===== src/rtl/dbg_host_pkg.sv =====
// Package: shared field positions, constants and types for the debug host
// register interface. Assumes 32-bit register words.
package dbg_host_pkg;

    // Reported state of the selected hart
    typedef enum logic [1:0] {
        HS_RUNNING = 2'b01,
        HS_HALTED  = 2'b10,
        HS_ABSENT  = 2'b11
    } hart_stat_e;

    // Decoded target of an access, at most one bit set
    typedef struct packed {
        logic sel_data;
        logic sel_prog;
        logic sel_ctrl;
        logic sel_stat;
        logic sel_pbcfg;
        logic sel_cmd;
    } acc_sel_t;

    // Control word fields
    localparam int CTL_HALT_BIT   = 31;
    localparam int CTL_RST_BIT    = 30;
    localparam int CTL_VER_LSB    = 24;
    localparam int CTL_SEL_LSB    = 16;
    localparam int CTL_HSTAT_LSB  = 8;
    localparam int CTL_AUTH_BIT   = 5;
    localparam int CTL_ACTIVE_BIT = 0;
    localparam logic [3:0] CTL_VERSION = 4'd1;

    // Status word fields
    localparam int ST_AUTO_LSB = 24;
    localparam int ST_BUSY_BIT = 12;
    localparam int ST_ERR_LSB  = 8;
    localparam int ST_CNT_LSB  = 0;

    // Buffer-size word field
    localparam int PB_SIZE_LSB = 16;

endpackage


===== src/rtl/dbg_addr_decode.sv =====
// Address decoder: maps a word address onto one register or bank window
// and gives the word index inside a bank. Assumes the windows do not overlap.
module dbg_addr_decode
    import dbg_host_pkg::*;
#(
    parameter int ADDR_W     = 7,
    parameter int DATA_BASE  = 4,
    parameter int DATA_WORDS = 2,
    parameter int PROG_BASE  = 32,
    parameter int PROG_WORDS = 4,
    parameter int CTRL_ADDR  = 16,
    parameter int STAT_ADDR  = 22,
    parameter int PBCFG_ADDR = 23,
    parameter int CMD_ADDR   = 24,
    localparam int DIDX_W    = (DATA_WORDS > 1) ? $clog2(DATA_WORDS) : 1,
    localparam int PIDX_W    = (PROG_WORDS > 1) ? $clog2(PROG_WORDS) : 1
) (
    input  logic [ADDR_W-1:0] addr,
    output acc_sel_t          sel,
    output logic [DIDX_W-1:0] data_idx,
    output logic [PIDX_W-1:0] prog_idx,
    output logic              miss
);

    logic [ADDR_W:0] a_ext;
    assign a_ext = {1'b0, addr};

    // Window and single-address compares
    always_comb begin
        sel = '0;
        sel.sel_data  = (a_ext >= (ADDR_W+1)'(DATA_BASE)) &&
                        (a_ext <  (ADDR_W+1)'(DATA_BASE + DATA_WORDS));
        sel.sel_prog  = (a_ext >= (ADDR_W+1)'(PROG_BASE)) &&
                        (a_ext <  (ADDR_W+1)'(PROG_BASE + PROG_WORDS));
        sel.sel_ctrl  = (addr == ADDR_W'(CTRL_ADDR));
        sel.sel_stat  = (addr == ADDR_W'(STAT_ADDR));
        sel.sel_pbcfg = (addr == ADDR_W'(PBCFG_ADDR));
        sel.sel_cmd   = (addr == ADDR_W'(CMD_ADDR));
    end

    // Word offset inside each bank
    assign data_idx = DIDX_W'(addr - ADDR_W'(DATA_BASE));
    assign prog_idx = PIDX_W'(addr - ADDR_W'(PROG_BASE));
    assign miss     = (sel == '0);

endmodule


===== src/rtl/dbg_word_bank.sv =====
// Word bank: a small set of 32-bit words written and read by index.
// Assumes at most one write per cycle; an index past WORDS reads as zero.
module dbg_word_bank #(
    parameter int WORDS = 2,
    localparam int IDX_W = (WORDS > 1) ? $clog2(WORDS) : 1
) (
    input  logic             clk,
    input  logic             rst_n,
    input  logic             wr_en,
    input  logic [IDX_W-1:0] idx,
    input  logic [31:0]      wdata,
    output logic [31:0]      rdata
);

    logic [31:0] words [WORDS];

    // Store the addressed word on a write
    always_ff @(posedge clk) begin
        if (!rst_n) begin
            for (int i = 0; i < WORDS; i++) words[i] <= '0;
        end else if (wr_en) begin
            for (int i = 0; i < WORDS; i++)
                if (idx == IDX_W'(i)) words[i] <= wdata;
        end
    end

    // Read the addressed word
    always_comb begin
        rdata = '0;
        for (int i = 0; i < WORDS; i++)
            if (idx == IDX_W'(i)) rdata = words[i];
    end

endmodule


===== src/rtl/dbg_ctrl_stat.sv =====
// Control and status state: halt/reset requests, hart select, active flag,
// auto-execute bits and the error-clear pulse. A control write with active
// clear acts as a soft reset. Assumes writes arrive one per cycle.
module dbg_ctrl_stat
    import dbg_host_pkg::*;
#(
    parameter int NUM_HARTS = 4,
    localparam int HART_W   = (NUM_HARTS > 1) ? $clog2(NUM_HARTS) : 1
) (
    input  logic              clk,
    input  logic              rst_n,
    input  logic              ctrl_we,
    input  logic              stat_we,
    input  logic              wr_active,
    input  logic              wr_halt,
    input  logic              wr_rst,
    input  logic [HART_W-1:0] wr_sel,
    input  logic [7:0]        wr_auto,
    input  logic [2:0]        wr_err,
    input  logic [NUM_HARTS-1:0] hart_present,
    input  logic [NUM_HARTS-1:0] hart_halted,
    output logic              haltreq_q,
    output logic              rstreq_q,
    output logic              active_q,
    output logic [HART_W-1:0] hartsel_q,
    output logic [7:0]        autoexec_q,
    output logic              cmderr_clr,
    output hart_stat_e        hart_stat
);

    // Control, status and clear-pulse registers
    always_ff @(posedge clk) begin
        if (!rst_n) begin
            haltreq_q  <= 1'b0;
            rstreq_q   <= 1'b0;
            active_q   <= 1'b0;
            hartsel_q  <= '0;
            autoexec_q <= '0;
            cmderr_clr <= 1'b0;
        end else begin
            cmderr_clr <= 1'b0;
            if (ctrl_we) begin
                if (wr_active) begin
                    haltreq_q <= wr_halt;
                    rstreq_q  <= wr_rst;
                    hartsel_q <= wr_sel;
                    active_q  <= 1'b1;
                end else begin
                    haltreq_q  <= 1'b0;
                    rstreq_q   <= 1'b0;
                    hartsel_q  <= '0;
                    active_q   <= 1'b0;
                    autoexec_q <= '0;
                    cmderr_clr <= 1'b1;
                end
            end else if (stat_we) begin
                autoexec_q <= wr_auto;
                cmderr_clr <= (wr_err == 3'd0);
            end
        end
    end

    // Live state of the selected hart
    always_comb begin
        if (!hart_present[hartsel_q])     hart_stat = HS_ABSENT;
        else if (hart_halted[hartsel_q])  hart_stat = HS_HALTED;
        else                              hart_stat = HS_RUNNING;
    end

endmodule


===== src/rtl/dbg_host_regs.sv =====
// Debug host register interface top: decodes host accesses, holds the data
// and program banks and the control/status state, builds registered read
// data with an error flag, forwards command writes as a one-cycle pulse and
// drives the halt request to the selected, present hart.
// Assumes the host never asserts read and write in the same cycle.
module dbg_host_regs
    import dbg_host_pkg::*;
#(
    parameter int ADDR_W     = 7,
    parameter int NUM_HARTS  = 4,
    parameter int DATA_WORDS = 2,
    parameter int PROG_WORDS = 4,
    parameter int DATA_BASE  = 4,
    parameter int PROG_BASE  = 32,
    parameter int CTRL_ADDR  = 16,
    parameter int STAT_ADDR  = 22,
    parameter int PBCFG_ADDR = 23,
    parameter int CMD_ADDR   = 24
) (
    input  logic                 clk,
    input  logic                 rst_n,
    input  logic [ADDR_W-1:0]    acc_addr,
    input  logic                 acc_rd,
    input  logic                 acc_wr,
    input  logic [31:0]          acc_wdata,
    output logic [31:0]          acc_rdata,
    output logic                 acc_err,
    input  logic [NUM_HARTS-1:0] hart_present,
    input  logic [NUM_HARTS-1:0] hart_halted,
    output logic [NUM_HARTS-1:0] halt_req,
    input  logic                 exec_busy,
    input  logic [2:0]           exec_cmderr,
    output logic                 cmd_valid,
    output logic [31:0]          cmd_data,
    output logic                 cmderr_clr
);

    localparam int HART_W = (NUM_HARTS > 1) ? $clog2(NUM_HARTS) : 1;
    localparam int DIDX_W = (DATA_WORDS > 1) ? $clog2(DATA_WORDS) : 1;
    localparam int PIDX_W = (PROG_WORDS > 1) ? $clog2(PROG_WORDS) : 1;

    acc_sel_t          sel;
    logic [DIDX_W-1:0] data_idx;
    logic [PIDX_W-1:0] prog_idx;
    logic              miss;
    logic [31:0]       data_rd, prog_rd, rdata_d;
    logic              haltreq_q, rstreq_q, active_q;
    logic [HART_W-1:0] hartsel_q;
    logic [7:0]        autoexec_q;
    hart_stat_e        hart_stat;

    dbg_addr_decode #(
        .ADDR_W(ADDR_W), .DATA_BASE(DATA_BASE), .DATA_WORDS(DATA_WORDS),
        .PROG_BASE(PROG_BASE), .PROG_WORDS(PROG_WORDS), .CTRL_ADDR(CTRL_ADDR),
        .STAT_ADDR(STAT_ADDR), .PBCFG_ADDR(PBCFG_ADDR), .CMD_ADDR(CMD_ADDR)
    ) u_dec (
        .addr(acc_addr), .sel(sel), .data_idx(data_idx),
        .prog_idx(prog_idx), .miss(miss)
    );

    dbg_word_bank #(.WORDS(DATA_WORDS)) u_data (
        .clk(clk), .rst_n(rst_n), .wr_en(acc_wr && sel.sel_data),
        .idx(data_idx), .wdata(acc_wdata), .rdata(data_rd)
    );

    dbg_word_bank #(.WORDS(PROG_WORDS)) u_prog (
        .clk(clk), .rst_n(rst_n), .wr_en(acc_wr && sel.sel_prog),
        .idx(prog_idx), .wdata(acc_wdata), .rdata(prog_rd)
    );

    dbg_ctrl_stat #(.NUM_HARTS(NUM_HARTS)) u_cs (
        .clk(clk), .rst_n(rst_n),
        .ctrl_we(acc_wr && sel.sel_ctrl),
        .stat_we(acc_wr && sel.sel_stat),
        .wr_active(acc_wdata[CTL_ACTIVE_BIT]),
        .wr_halt(acc_wdata[CTL_HALT_BIT]),
        .wr_rst(acc_wdata[CTL_RST_BIT]),
        .wr_sel(acc_wdata[CTL_SEL_LSB +: HART_W]),
        .wr_auto(acc_wdata[ST_AUTO_LSB +: 8]),
        .wr_err(acc_wdata[ST_ERR_LSB +: 3]),
        .hart_present(hart_present), .hart_halted(hart_halted),
        .haltreq_q(haltreq_q), .rstreq_q(rstreq_q), .active_q(active_q),
        .hartsel_q(hartsel_q), .autoexec_q(autoexec_q),
        .cmderr_clr(cmderr_clr), .hart_stat(hart_stat)
    );

    // Read data assembly for the decoded target
    always_comb begin
        rdata_d = '0;
        if (sel.sel_data) begin
            rdata_d = data_rd;
        end else if (sel.sel_prog) begin
            rdata_d = prog_rd;
        end else if (sel.sel_ctrl) begin
            rdata_d[CTL_HALT_BIT]              = haltreq_q;
            rdata_d[CTL_RST_BIT]               = rstreq_q;
            rdata_d[CTL_VER_LSB +: 4]          = CTL_VERSION;
            rdata_d[CTL_SEL_LSB +: HART_W]     = hartsel_q;
            rdata_d[CTL_HSTAT_LSB +: 2]        = hart_stat;
            rdata_d[CTL_AUTH_BIT]              = 1'b1;
            rdata_d[CTL_ACTIVE_BIT]            = active_q;
        end else if (sel.sel_stat) begin
            rdata_d[ST_AUTO_LSB +: 8]          = autoexec_q;
            rdata_d[ST_BUSY_BIT]               = exec_busy;
            rdata_d[ST_ERR_LSB +: 3]           = exec_cmderr;
            rdata_d[ST_CNT_LSB +: 4]           = 4'(DATA_WORDS);
        end else if (sel.sel_pbcfg) begin
            rdata_d[PB_SIZE_LSB +: 8]          = 8'(PROG_WORDS);
        end
    end

    // Registered read response
    always_ff @(posedge clk) begin
        if (!rst_n) begin
            acc_rdata <= '0;
            acc_err   <= 1'b0;
        end else begin
            acc_err <= acc_rd && miss;
            if (acc_rd) acc_rdata <= rdata_d;
        end
    end

    // Command forwarding pulse
    always_ff @(posedge clk) begin
        if (!rst_n) begin
            cmd_valid <= 1'b0;
            cmd_data  <= '0;
        end else begin
            cmd_valid <= acc_wr && sel.sel_cmd;
            if (acc_wr && sel.sel_cmd) cmd_data <= acc_wdata;
        end
    end

    // Per-hart halt request
    for (genvar h = 0; h < NUM_HARTS; h++) begin : g_halt
        assign halt_req[h] = haltreq_q && (hartsel_q == HART_W'(h)) && hart_present[h];
    end

endmodule


===== config.mk =====
export PLATFORM = sky130hd
export DESIGN_NAME = dbg_host_regs
export DESIGN_NICKNAME = d
export VERILOG_FILES = /design/src/rtl/dbg_host_pkg.sv /design/src/rtl/dbg_addr_decode.sv /design/src/rtl/dbg_word_bank.sv /design/src/rtl/dbg_ctrl_stat.sv /design/src/rtl/dbg_host_regs.sv
export SDC_FILE = /design/constraint.sdc
export NUM_CORES = 1
export LEC_CHECK = 0
export BUFFER_PORTS_ARGS = -buffer_cell sky130_fd_sc_hd__buf_2
export CORE_AREA = 8 8 185 117
export CTS_BUF_LIST = sky130_fd_sc_hd__clkbuf_4 sky130_fd_sc_hd__clkbuf_8 sky130_fd_sc_hd__clkbuf_16
export DETAILED_ROUTE_END_ITERATION = 10
export DIE_AREA = 0 0 193 125
export GPL_ROUTABILITY_DRIVEN = 0
export PLACE_DENSITY = 0.89
export RECOVER_POWER = 25
export SYNTH_ARGS = -nofsm -noshare
export SYNTH_HDL_FRONTEND = slang
export SYNTH_SLANG_ARGS = --single-unit

===== constraint.sdc =====
create_clock -name clk -period 8.4 [get_ports clk]
set_input_delay 1.68 -clock clk [delete_from_list [all_inputs] [get_ports clk]]
set_output_delay 1.68 -clock clk [all_outputs]
set_load 0.05 [all_outputs]

==> results by group, run 1 <==
Timing
  – Fin crit period: 5.117 ns
  – Clock skew: 0.02327 ns
  – Max Fclk: 195.4 MHz
  – Slew headroom: -16.30%
  – Final count of pins violating max slew: 129
  – Setup violators final: 0
  – Worst-margin pin slew: 1.744 ns
  – Setup_tns: 0 ns
  – Final Hold Fails: 0
  – RSZ-0062 raised after global routing: false
  – Tcrit/Tclk final: 60.92%

Global routing
  – Number of global-route vias before repair: 7575
  – First-pass GRT wire length: 45440 um
  – Gr usage total: 24.50%
  – Grt ovf: 0
  – Largest net degree at the start of global routing: 60
  – Initial antenna violation count: 0

Finish
  – Layout cell share with drive strength beyond 1: 17.44%
  – # nets final: 1046
  – Antenna cells: 0
  – Commonest cells after routing, fill and taps aside: 192 x edfxtp_1, 151 x and2_1, 113 x nand2_1
  – Most common cell after layout, fill and taps aside: edfxtp_1
  – Area grow syn2layout: 13.36%
  – Final Core Density: 68.44%
  – Non-filler cells, final: 1261

Critical path
  – CP top delay family: buffers and inverters
  – CP cell instances: buf_2 -> clkbuf_1 -> clkinv_1 -> a221oi_1 -> nor3b_1
  – CP Launch Type: primary input
  – CP Class: in -> reg
  – CP max FO: 28
  – Stages on worst setup path: 5
  – Reg2reg path depth: 3
  – Slowest-stage cell, CP: clkinv_1
  – Worst path max stage delay: 1.42 ns
  – CP Buf/Inv Count: 3
  – Crit path arrival time: 5.49 ns
  – CP endpoint kind: register
  – CP Data Required Time: 8.77 ns

Floorplanning
  – Die Y: 125 um
  – Starting Density: 60.37%
  – Ports: 126
  – # rows: 40
  – Die area: 24130 um2
  – DIE WIDTH: 193 um
  – Core ar.: 19220 um2

Route
  – Routed vias: 7893
  – DR DRC count: 0
  – Antenna Nets Post-Route: 0
  – Post-Route WL: 29820 um
  – Via density: 6.259
  – WL per Instance: 23.65 um
  – 1st-iter DRT viols: 1058
  – Detailed Routing Iterations Pass 1: 6

Yosys
  – Synth Area in Compound Gates: 8.304%
  – Post-synthesis mux area share: 9.242%
  – EDFF count, synth: 192
  – Post-synth top area share: 49.69%
  – Cell count after synthesis: 882
  – Simple-gate share of the synthesized area: 16.46%
  – Ys Warns: 0
  – Synth area leaders: edfxtp_1 50%, dfxtp_1 14%, and2_1 8.7%
  – Primary FF master, synth: edfxtp_1
  – Area share of fa/ha/maj cells after synthesis: 0%
  – Synth Cell Area: 11600 um2
  – Sequential area share after synthesis: 63.50%
  – Yosys cell types: 49
  – Async set-or-reset flop fraction in the synthesized netlist: 0%
  – Biggest area consumer among synthesized cells: edfxtp_1
  – XOR/XNOR Fraction of Synth Area: 0%
  – Syn_nets: 937
  – Main combinational cell family by area after synthesis: simple AND/OR/NAND/NOR gates
  – Syn avg cell area: 13.15 um2
  – Yosys reg bits: 272

CTS
  – Post-CTS Setup Repair Bufs: 0
  – Post_cts resized: 0
  – H-tree Lvls: 1
  – CTS tree: built
  – Clk pin slew, worst setup/hold paths: 0.07 ns
  – Clock sinks: 272
  – Maximum clock insertion buffer count: 3
  – Clock root cell: clkbuf_16
  – CTS Hold Bufs: 0
  – Total CTS buffers: 25
  – Clock latency on the worst-skew pair: 0.52 ns

Power
  – Leakage: 4.576 nW
  – PwrDens: 217.4 nW/um2
  – Overall power: 2.859 mW
  – Worst vdd ir: 0.0001437 V

Placed design
  – Hpwl dp: 18580 um
  – DP Cell Count: 1216
  – Buffers on Ports: 125

Run status
  – Status: finished, violations left
  – Violated checks: capacitance limit, slew limit

Worst hold path
  – HP Class: reg -> reg
  – Cells on Worst Hold Path: 1

Run
  – Max-cap check violation count: 4
metrics by stage:
stage               worst slack, ns  hold slack, ns  area, um2
floorplan                     2.695          0.4414      11600
global placement              3.948          0.4365      12430
detailed placement            3.891          0.4380      12430
CTS                           4.395          0.4545      13270
global route                  3.077          0.4861      13150
finish                        3.283          0.4613      13150
synth_stat cells (4+ instances only):
cell and count:
a21boi_0 40, a21oi_1 14, a221oi_1 22, a22o_1 4, and2_1 162, buf_2 13, buf_4 8, clkbuf_1 41
dfxtp_1 80, edfxtp_1 192, mux2_2 15, mux2i_1 16, mux4_2 33, nand2_1 113, nand3_1 7, nand4_1 4
nor2_1 23, nor2b_1 10, nor3_1 4, nor3b_1 10, o21a_1 7, o21ai_0 15, o22ai_1 8
worst register-to-register path, cell delays in order (launching register included):
cell and delay (ns):
edfxtp_1 0.39, mux4_2 0.50, a221oi_1 0.62, nor3b_1 0.11
power breakdown:
| group | internal (mW) | switching, mW |
|---|---|---|
| Combinational | 0.0633 | 0.128 |
| Sequential | 1.49 | 0.0182 |
| Clock | 0.672 | 0.492 |
| Total | 2.22 | 0.639 |
metal layers:
metal / track usage (%) / vias up / wire (um)
li1: - / 3434 / -
met1: 36.88 / 3917 / 12540
met2: 36.37 / 486 / 13240
met3: 5.608 / 56 / 3544
met4: 4.281 / 0 / 505
met5: 0 / - / 0
area by class of cell:
class	instances	area, um2
Multi-Input combinational cell	545	3958
Tap cell	252	315.3
Clock inverter	19	203.9
Inverter	3	11.26
Clock buffer	26	633.1
Fill cell	1318	6066
Timing Repair Buffer	144	664.4
Sequential cell	272	7367
registers in the layout (all words and copies together) (netlist names):
name / flops
u_cs.cmderr_clr: 1
u_cs.rstreq_q: 1
u_prog.words: 128
u_cs.hartsel_q: 2
u_data.words: 64
u_cs.haltreq_q: 1
cmd_data: 32
u_cs.autoexec_q: 8
u_cs.active_q: 1
cmd_valid: 1
acc_err: 1
acc_rdata: 32
worst paths after layout:
path                                     startpoint       endpoint  slack (ns)
worst max-delay path                         acc_rd  acc_rdata[11]        3.28
worst min-delay path                  acc_rdata[24]  acc_rdata[24]        0.46
worst min register to register        acc_rdata[24]  acc_rdata[24]        0.46
worst max register to register  u_prog.words[0][99]   acc_rdata[3]        6.66
logic make-up (layout without fill, tap and decap cells):
| kind of cell | after synthesis | in the layout |
|---|---|---|
| buf+inv | 65 | 192 |
| flops | 272 | 272 |
| compound gates | 130 | 130 |
| mux | 64 | 64 |
| simple gates | 351 | 351 |
Note: power is estimated with default switching activity, not from simulation.
==> run 2, diff against run 1 <==
--- a/config.mk
+++ b/config.mk
@@ -6,12 +6,12 @@
 export NUM_CORES = 1
 export LEC_CHECK = 0
 export BUFFER_PORTS_ARGS = -buffer_cell sky130_fd_sc_hd__buf_2
-export CORE_AREA = 8 8 185 117
+export CORE_AREA = 8 8 201 126
 export CTS_BUF_LIST = sky130_fd_sc_hd__clkbuf_4 sky130_fd_sc_hd__clkbuf_8 sky130_fd_sc_hd__clkbuf_16
 export DETAILED_ROUTE_END_ITERATION = 10
-export DIE_AREA = 0 0 193 125
+export DIE_AREA = 0 0 209 134
 export GPL_ROUTABILITY_DRIVEN = 0
-export PLACE_DENSITY = 0.89
+export PLACE_DENSITY = 0.81
 export RECOVER_POWER = 25
 export SYNTH_ARGS = -nofsm -noshare
 export SYNTH_HDL_FRONTEND = slang
==> constraint.sdc (replaced) <==
create_clock -name clk -period 4.23 [get_ports clk]
set_input_delay 0.846 -clock clk [delete_from_list [all_inputs] [get_ports clk]]
set_output_delay 0.846 -clock clk [all_outputs]
set_load 0.05 [all_outputs]
==> run 2 against run 1 <==
Die area is 16% higher. Highest routed layer unchanged. Total power increased by 99%. First-iteration DRC count down 3.0%. Critical path type unchanged. Largest cell class unchanged. The flow now finishes without violations. Hold slack improved by 0.0019 ns. Setup slack lost 2.3 ns. Sequential cell count stayed put.
==> results by group, run 2 (same netlist as run 1, synthesis figures left out) <==
Run status
  – Status: complete, no violations

Floorplanning
  – Starting Density: 51.59% (-8.8 points)
  – Die area: 28010 um2 (+16%)
  – Ports: 126 (unchanged)
  – Core ar.: 22490 um2 (+17%)
  – DIE WIDTH: 209 um (+8.3%)
  – # rows: 43 (+7.5%)
  – Die Y: 134 um (+7.2%)

Finish
  – Layout cell share with drive strength beyond 1: 18.93% (+1.5 points)
  – Area grow syn2layout: 14.96%
  – Layout fillers: 1737 (+32%)
  – Largest Register: u_prog.words
  – Number of flip-flops in the largest register: 128 (unchanged)
  – Antenna cells: 0 (unchanged)
  – Commonest cells after routing, fill and taps aside: 192 x edfxtp_1, 136 x and2_1, 113 x nand2_1
  – # nets final: 1060 (+1.3%)
  – Most common cell after layout, fill and taps aside: edfxtp_1
  – Regs by FF count: u_prog.words x128, u_data.words x64

Timing
  – Setup violators final: 0 (unchanged)
  – Tcrit/Tclk final: 77.21%
  – RSZ-0062 raised after global routing: false
  – Final count of pins violating max slew: 0 (-100%)
  – Slew headroom: 4.897% (+21 points)
  – Final Hold Fails: 0 (unchanged)
  – Setup_tns: 0 ns (unchanged)
  – Worst-margin pin slew: 1.427 ns (-0.3179 ns)
  – Max Fclk: 306.2 MHz
  – Fin crit period: 3.266 ns
  – Clock skew: 0.01965 ns (-0.003622 ns)

CTS
  – Post-CTS Setup Repair Bufs: 0 (unchanged)
  – Clock root cell: clkbuf_16
  – Total CTS buffers: 26 (+4.0%)
  – Clock sinks: 272 (unchanged)
  – Clk pin slew, worst setup/hold paths: 0.06 ns (about the same)
  – CTS tree: built
  – CTS Hold Bufs: 0 (unchanged)
  – Post_cts resized: 0 (unchanged)
  – Clock latency on the worst-skew pair: 0.53 ns (about the same)
  – Maximum clock insertion buffer count: 3 (unchanged)
  – H-tree Lvls: 1 (unchanged)

Route
  – Post-Route WL: 30580 um (+2.5%)
  – Antenna Nets Post-Route: 0 (unchanged)
  – 1st-iter DRT viols: 1026 (-3.0%)
  – WL per Instance: 23.22 um (-1.8%)
  – Metal1 wirelength: 12930 um (+3.1%)
  – DR top layer: met4
  – Routed met2 length: 13010 um (-1.8%)
  – Routed vias: 7790 (-1.3%)
  – Via density: 5.915 (-5.5%)
  – DR DRC count: 0 (unchanged)
  – Met3 Routed Length: 3971 um (+12%)
  – Detailed Routing Iterations Pass 1: 6 (unchanged)

Global routing
  – Initial antenna violation count: 0 (unchanged)
  – Number of global-route vias before repair: 7655 (+1.1%)
  – Gr usage total: 21.50% (-3.0 points)
  – First-pass GRT wire length: 46710 um (+2.8%)
  – Grt ovf: 0 (unchanged)
  – Largest net degree at the start of global routing: 71 (+18%)

Critical path
  – CP max FO: 43 (+54%)
  – Worst Setup EP: acc_rdata[10]
  – CP Class: in -> reg
  – Worst R2R Setup Slack: 2.39 ns (-4.27 ns)
  – CP Data Required Time: 4.70 ns (-4.07 ns)
  – CP endpoint kind: register
  – CP Launch Type: primary input
  – Worst setup path start: acc_addr[0]
  – Reg2reg path depth: 3 (unchanged)
  – Crit path arrival time: 3.74 ns (-1.75 ns)
  – Reg-to-reg critical path startpoint: u_prog.words[0][107]
  – End of the worst register-to-register path: acc_rdata[11]

Power
  – Leakage: 4.679 nW (+2.2%)
  – Overall power: 5.684 mW (+99%)
  – PwrDens: 426.1 nW/um2 (+96%)
  – Worst vdd ir: 0.0002534 V (+76%)

Run
  – Max-cap check violation count: 0 (-4)

Placed design
  – Buffers on Ports: 125 (unchanged)
  – Hpwl dp: 20170 um (+8.5%)

Worst hold path
  – HP Class: reg -> reg
==> run 2: worst min-delay path by stage <==
stage | from | depth (start not counted) | to
5_1_grt | acc_rdata[18] | 2 | acc_rdata[18]
3_3_place_gp | acc_rdata[24] | 1 | acc_rdata[24]
6_report | acc_rdata[24] | 1 | acc_rdata[24]
2_1_floorplan | u_cs.rstreq_q | 2 | u_cs.rstreq_q
4_1_cts | cmd_data[5] | 2 | cmd_data[5]
3_5_place_dp | acc_rdata[18] | 2 | acc_rdata[18]
==> run 2: metal layers <==
layer | GRT usage (%) | vias up
li1 | - | 3457
met1 | 31.34 | 3787
met2 | 31.45 | 487
met3 | 6.104 | 59
met4 | 5.031 | 0
met5 | 0 | -
==> run 2: cell type report <==
class	count	area (um2)	area share (%)
Sequential cell	272	7367	55.23
Multi-Input combinational cell	545	3945	29.58
Clock buffer	44	834.6	6.257
Timing Repair Buffer	157	787.0	5.901
Tap cell	292	365.4	2.739
Clock inverter	4	27.53	0.2064
Inverter	3	11.26	0.08443
==> run 2: critical path: stages <==
cell,delay [ns]
clkbuf_2,0.73
nand2b_1,0.51
nor3_4,0.69
nand2_1,0.24
a221oi_1,0.50
o21a_1,0.19
==> run 2: per-stage QoR <==
step                utilization, %  hold WS (ns)  area [um2]  std cells  worst slack, ns
floorplan                        -        0.4414       11600        882          -0.3752
global placement             56.03        0.4417       12600       1269           0.9947
detailed placement           56.03        0.4532       12600       1269           0.8753
CTS                          59.86        0.4648       13460       1317            1.364
global route                 59.31        0.4792       13340       1317           0.8234
finish                       59.31        0.4632       13340       1317           0.9638
==> run 2: report_power, final <==
part | switching (mW) | internal [mW] | leakage [nW]
registers | 0.0348 | 2.95 | 2.47
clock network | 0.962 | 1.35 | 0.440
logic | 0.257 | 0.132 | 1.77
